## src/rtl/usr_pkg.sv

```systemverilog
package usr_pkg;

    typedef enum logic [1:0] {
        MODE_HOLD = 2'b00,
        MODE_UP   = 2'b01,
        MODE_DN   = 2'b10,
        MODE_LOAD = 2'b11
    } usr_mode_e;

endpackage

```

## src/rtl/usr_mode_dec.sv

```systemverilog
module usr_mode_dec
    import usr_pkg::*;
(
    input  logic [1:0] sel,
    input  logic       oe_a_n,
    input  logic       oe_b_n,
    output usr_mode_e  mode,
    output logic       drv
);

    always_comb begin
        unique case (sel)
            2'b00:   mode = MODE_HOLD;
            2'b01:   mode = MODE_UP;
            2'b10:   mode = MODE_DN;
            default: mode = MODE_LOAD;
        endcase
    end

    always_comb begin
        drv = 1'b0;
        if (!oe_a_n && !oe_b_n && (mode != MODE_LOAD))
            drv = 1'b1;
    end

endmodule

```

## src/rtl/usr_bit_cell.sv

```systemverilog
module usr_bit_cell
    import usr_pkg::*;
(
    input  logic      clk,
    input  logic      rst_n,
    input  usr_mode_e mode,
    input  logic      from_lo,
    input  logic      from_hi,
    input  logic      par_in,
    output logic      q
);

    logic q_nxt;

    always_comb begin
        unique case (mode)
            MODE_HOLD: q_nxt = q;
            MODE_UP:   q_nxt = from_lo;
            MODE_DN:   q_nxt = from_hi;
            MODE_LOAD: q_nxt = par_in;
            default:   q_nxt = q;
        endcase
    end

    always_ff @(posedge clk or negedge rst_n) begin
        if (!rst_n)
            q <= 1'b0;
        else
            q <= q_nxt;
    end

endmodule

```

## src/rtl/ushift_bidir.sv

```systemverilog
module ushift_bidir
    import usr_pkg::*;
#(
    parameter int W = 8
) (
    input  logic         clk,
    input  logic         rst_n,
    input  logic [1:0]   sel,
    input  logic         ser_up_in,
    input  logic         ser_dn_in,
    input  logic         oe_a_n,
    input  logic         oe_b_n,
    input  logic [W-1:0] bus_in,
    output logic [W-1:0] bus_out,
    output logic         bus_drv,
    output logic         tap_lo,
    output logic         tap_hi
);

    localparam int TOP = W - 1;

    usr_mode_e    mode;
    logic [W-1:0] q;
    logic [W-1:0] lo_src;
    logic [W-1:0] hi_src;

    usr_mode_dec u_dec (
        .sel    (sel),
        .oe_a_n (oe_a_n),
        .oe_b_n (oe_b_n),
        .mode   (mode),
        .drv    (bus_drv)
    );

    assign lo_src = {q[TOP-1:0], ser_up_in};
    assign hi_src = {ser_dn_in, q[TOP:1]};

    for (genvar i = 0; i < W; i++) begin : g_cell
        usr_bit_cell u_cell (
            .clk     (clk),
            .rst_n   (rst_n),
            .mode    (mode),
            .from_lo (lo_src[i]),
            .from_hi (hi_src[i]),
            .par_in  (bus_in[i]),
            .q       (q[i])
        );
    end

    always_comb begin
        bus_out = q;
        tap_lo  = q[0];
        tap_hi  = q[TOP];
    end

endmodule

```

## config.mk

```make
export PLATFORM = sky130hd
export DESIGN_NAME = ushift_bidir
export DESIGN_NICKNAME = d
export VERILOG_FILES = /design/src/rtl/usr_pkg.sv /design/src/rtl/usr_mode_dec.sv /design/src/rtl/usr_bit_cell.sv /design/src/rtl/ushift_bidir.sv
export SDC_FILE = /design/constraint.sdc
export NUM_CORES = 1
export LEC_CHECK = 0
export BUFFER_PORTS_ARGS = -buffer_cell sky130_fd_sc_hd__buf_2
export CORE_AREA = 2 2 39 41
export DETAILED_ROUTE_END_ITERATION = 8
export DIE_AREA = 0 0 41 43
export MAX_ROUTING_LAYER = met4
export PLACE_DENSITY = 0.69
export SLEW_MARGIN = 0
export SYNTH_ARGS = -nofsm -noshare
export SYNTH_HDL_FRONTEND = slang
export SYNTH_SLANG_ARGS = --single-unit
```

## constraint.sdc

```tcl
create_clock -name clk -period 2 [get_ports clk]
set_clock_uncertainty 0.2 [all_clocks]
set_input_delay 0.3 -clock clk [delete_from_list [all_inputs] [get_ports clk]]
set_output_delay 0.3 -clock clk [all_outputs]
set_load 0.01 [all_outputs]
```

Word level (Yosys, flattened, before mapping)
Cells that the tools add are included.

cells by class
  equal/unequal tests = 6
  multiplexer cells = 10
  reduce and logical (&&, ||, !) cells = 6

operators with widths
  operator            number
  $pmux 1 s3          8
  $eq 2x2->1 const B  3
  $pmux 2 s3          1
  $eq 2x1->1 const B  2
  $logic_not 2->1     2
  $logic_and 1x1->1   2
  $logic_not 1->1     2
  $ne 2x2->1 const B  1
  $mux 1              1

storage, ports and cells
  flip-flop bits (word level) = 8
  bits of input ports = 16
  output and inout bits = 11
  logic and storage cells = 30

Depth between registers and ports, before layout
  word-level depth = 5
  mapped depth = 2
  mapped depth without buffers = 1

Modules after synthesis
A second synthesis with hierarchy kept.

second synthesis, totals
  cells, all modules = 21
  area total of the unflattened synthesis = 415.4 um^2

modules (own cells, without submodules)
  module        instances  cells each  area an instance (um^2)  seq. area each (um^2)
  usr_bit_cell  8          2           47.5                     25.0
  usr_mode_dec  1          3           20.0                     0.0
  ushift_bidir  1          2           15.0                     0.0

Least setup slack after synthesis
OpenSTA, ideal clock, no wires.

  path kind = input to output
  from = input sel[0]
  to = output bus_drv
  data arrival time = 0.796 ns
  data required time = 1.500 ns
  path slack = 0.704 ns
  cell stages on the path = 2
  path buffers = 1
  cell sequence = buf_6 -> a211oi_1

between the ends
  word-level cells in the longest chain between the ends = 5

ends and longest elaborated chain
  what                                line                text
  start, declared                     ushift_bidir.sv:8   input logic [1:0] sel,
  $eq 2x2->1 (tied with other cells)  usr_mode_dec.sv:12  unique case (sel)
  $pmux 2 s3 (*)                      usr_mode_dec.sv:12
  $ne 2x2->1 (*)                      usr_mode_dec.sv:22  if (!oe_a_n && !oe_b_n && (mode != MODE_LOAD))
  $logic_and 1x1->1 (*)               usr_mode_dec.sv:22
  $mux 1 (*)                          usr_mode_dec.sv:22
  end, declared                       ushift_bidir.sv:15  output logic bus_drv,

Mark *: on every way between the ends. The rest lies on a longest branch, timed or not.

Final worst setup path
Same ends and word-level chain as after synthesis.

==> results.py <==
metrics = {
    "synthesis": {
        "yosysSeqAreaShare_pct": 42.55,
        "number_of_storage_elements_in_the_synthesis_netlist": 8,
        "netlist.top_cell.by_area": "dfrtp_1",
        "synthesis.area_per_instance_um2": 17.42,
        "synth.cell_area_um2": 470.5,
        "synth_top_cell_area_share_pct": 42.55,
        "ys.warnings.count": 0,
        "yosys-top-cells-area": "dfrtp_1, mux4_2, buf_4",
        "syn_nets": 43,
        "syn_inst": 27,
        "synth_cell_types": 5,
    },
    "detailed_routing": {
        "drt_drc_violations_left": 0,
        "drt-wirelength-per-cell_um": 13.19,
        "drt_pass1_iterations": 4,
        "detail-route-antenna-nets": 0,
        "detailed_route_via_count": 327,
        "postRouteWirelength_um": 831,
        "detailedRoute.firstIterationViolations": 3,
        "avgViaCountPerCell": 5.190,
    },
    "setup_path": {
        "arrival_time_of_data_at_the_critical_path_endpoint_ps": 870,
        "critical_path_required_ps": 1500,
        "delay_of_the_slowest_critical_path_stage_ps": 230,
        "worst_path_max_delay_cell": "a211oi_1",
        "type_of_the_worst_setup_path": "in2out",
        "endpoint_kind": "primary output",
        "path_cells": "buf_2 -> a211oi_1 -> buf_2",
        "critical_path.startpoint_type": "primary input",
        "critical-path-top-cell-by-count": "buf_2",
        "crit_path_max_fanout": 9,
    },
    "timing": {
        "finalSetupTns_ps": 0,
        "setup_viol": 0,
        "fmaxAchievable_mhz": 729.0,
        "worst_slack_ps": 628.2,
        "slew_viol_final": 0,
        "final.period_utilization_pct": 68.59,
        "relative_max_transition_margin_pct": 84.24,
        "final_hold_viol_count": 0,
        "grt_setup_unrepaired": "no",
        "tightest_slew_ps": 236.4,
        "post-route-min-period_ps": 1372,
    },
    "power_and_ir_drop": {
        "power_leakage_nw": 0.2673,
        "pwr-share-seq_pct": 45.6,
        "switching_power_mw": 0.1455,
        "switching_share_pct": 28.75,
        "pwr_per_cell_area_nw_per_um2": 886.7,
        "share_comb_of_total_power_pct": 30.1,
        "power.internal_mw": 0.3604,
        "clock_power_share_pct": 24.3,
        "irDropWorstVdd_mv": 0.2888,
    },
    "clock_network": {
        "cts_sinks": 8,
        "clk_latency_ps": 250,
        "tritoncts": "done",
        "number_of_buffers_added_by_the_clock_tree_synthesis_step": 3,
        "clk_pin_slew_worst_paths_ps": 50,
        "post_cts_resized": 0,
        "cts_max_level": 1,
        "cts_root_buf": "clkbuf_4",
        "cts-root-to-sink-buffers": 2,
    },
    "global_route": {
        "grt_pass1_wl_um": 1311,
        "grt.overflow.total": 0,
        "grtUsageTotal_pct": 12.22,
        "grt_start_max_net_pins": 10,
        "first_global_vias": 296,
        "initial_antenna_violation_count": 0,
    },
    "floorplanning": {
        "floorplan.initialDensity_pct": 34.00,
        "die_height_um": 43,
        "coreArea_um2": 1384,
        "rows": 14,
        "dieWidth_um": 41,
        "ports": 27,
        "die-area_um2": 1763,
    },
    "placement": {
        "dp_slack_ps": 592.3,
        "port_buffers": 26,
        "placedCellCount": 59,
        "routabilityCongestion": 0.6962,
    },
    "layout": {
        "layout.cells.non_filler": 63,
        "largest_register_ff_count": 8,
        "nNetsFinal": 65,
        "layout_top_registers": "g_cell.u_cell.q: 8 flops",
        "final_cell_mix": "buf_2, mux4_2, dfrtp_1, clkbuf_4",
        "mostFrequentLayoutCell": "buf_2",
        "post-route-util_pct": 41.23,
        "fraction_of_final_layout_cells_sized_beyond_drive_strength_1_pct": 78.72,
        "regMostFlops": "g_cell.u_cell.q",
        "antenna-diode-count": 0,
        "areaGrowthSynthToFinish_pct": 21.28,
    },
    "run": {
        "maxCapViolations": 0,
    },
    "worst_hold_path": {
        "hold_path.class": "in2reg",
    },
    "status": {
        "outcome": "complete, no violations",
    },
}
[metrics by stage]
stage	cell area, um^2	power (mW)	hold WS, ps
2_1_floorplan	470.5	0.3672	-195.6
3_3_place_gp	538.0	0.3838	-56.24
3_5_place_dp	538.0	0.3878	-50.63
4_1_cts	570.5	0.5167	152.4
5_1_grt	570.5	0.5390	149.5
6_report	570.5	0.5059	159.6
[area by class of cell]
type,count,area (um^2)
clock buffer,3,22.52
fill,129,813.3
multi-input combinational,9,187.7
sequential,8,200.2
tap,16,20.02
timing repair buffer,27,140.1
[cells in the mapped netlist]
library cell / instances
a211oi_1: 1
buf_4: 8
buf_6: 2
dfrtp_1: 8
mux4_2: 8
[critical path, delay by kind of cell]
| kind | cells | cell delay (ps) |
|---|---|---|
| buffers and inverters | 2 | 340 |
| AO/OA/AOI/OAI | 1 | 230 |
[metal layers]
layer	up-vias	GRT usage (%)	wire, um
li1	138	-	-
met1	175	15.63	328
met2	12	14.69	444
met3	2	1.571	41
met4	0	14.00	16
met5	-	-	0
[final timing paths]
kind,from,end,slack (ps),cells after the start
max,sel[0],bus_drv,630,3
min,bus_in[1],g_cell[1].u_cell.q,160,2
max reg2reg,g_cell[4].u_cell.q,g_cell[4].u_cell.q,800,1
min reg2reg,g_cell[0].u_cell.q,g_cell[0].u_cell.q,440,1
max in group asynchronous,rst_n,g_cell[7].u_cell.q,1230,2
min in group asynchronous,rst_n,g_cell[4].u_cell.q,210,2
[cell families (layout without fill, tap and decap cells)]
group / after synthesis / in the layout / share of synthesized area [%]
muxes: 8 / 8 / 38.30
buffers and inverters: 10 / 30 / 17.55
DFF: 8 / 8 / 42.55
AOI/OAI and AO/OA: 1 / 1 / 1.596
[power groups by stage]
stage          Clock (mW)  Combinational (mW)  Sequential [mW]
6_report            0.123               0.152            0.231
2_1_floorplan           0               0.140            0.227
4_1_cts             0.130               0.155            0.232
3_5_place_dp            0               0.153            0.235
3_3_place_gp            0               0.151            0.233
5_1_grt             0.137               0.165            0.237
[timing repair]
action	4_1_cts	5_1_grt
hold buffers	1	0
hold endpoints to repair	8	0
buffers inserted	0	0
(Power assumes the default switching activity.)
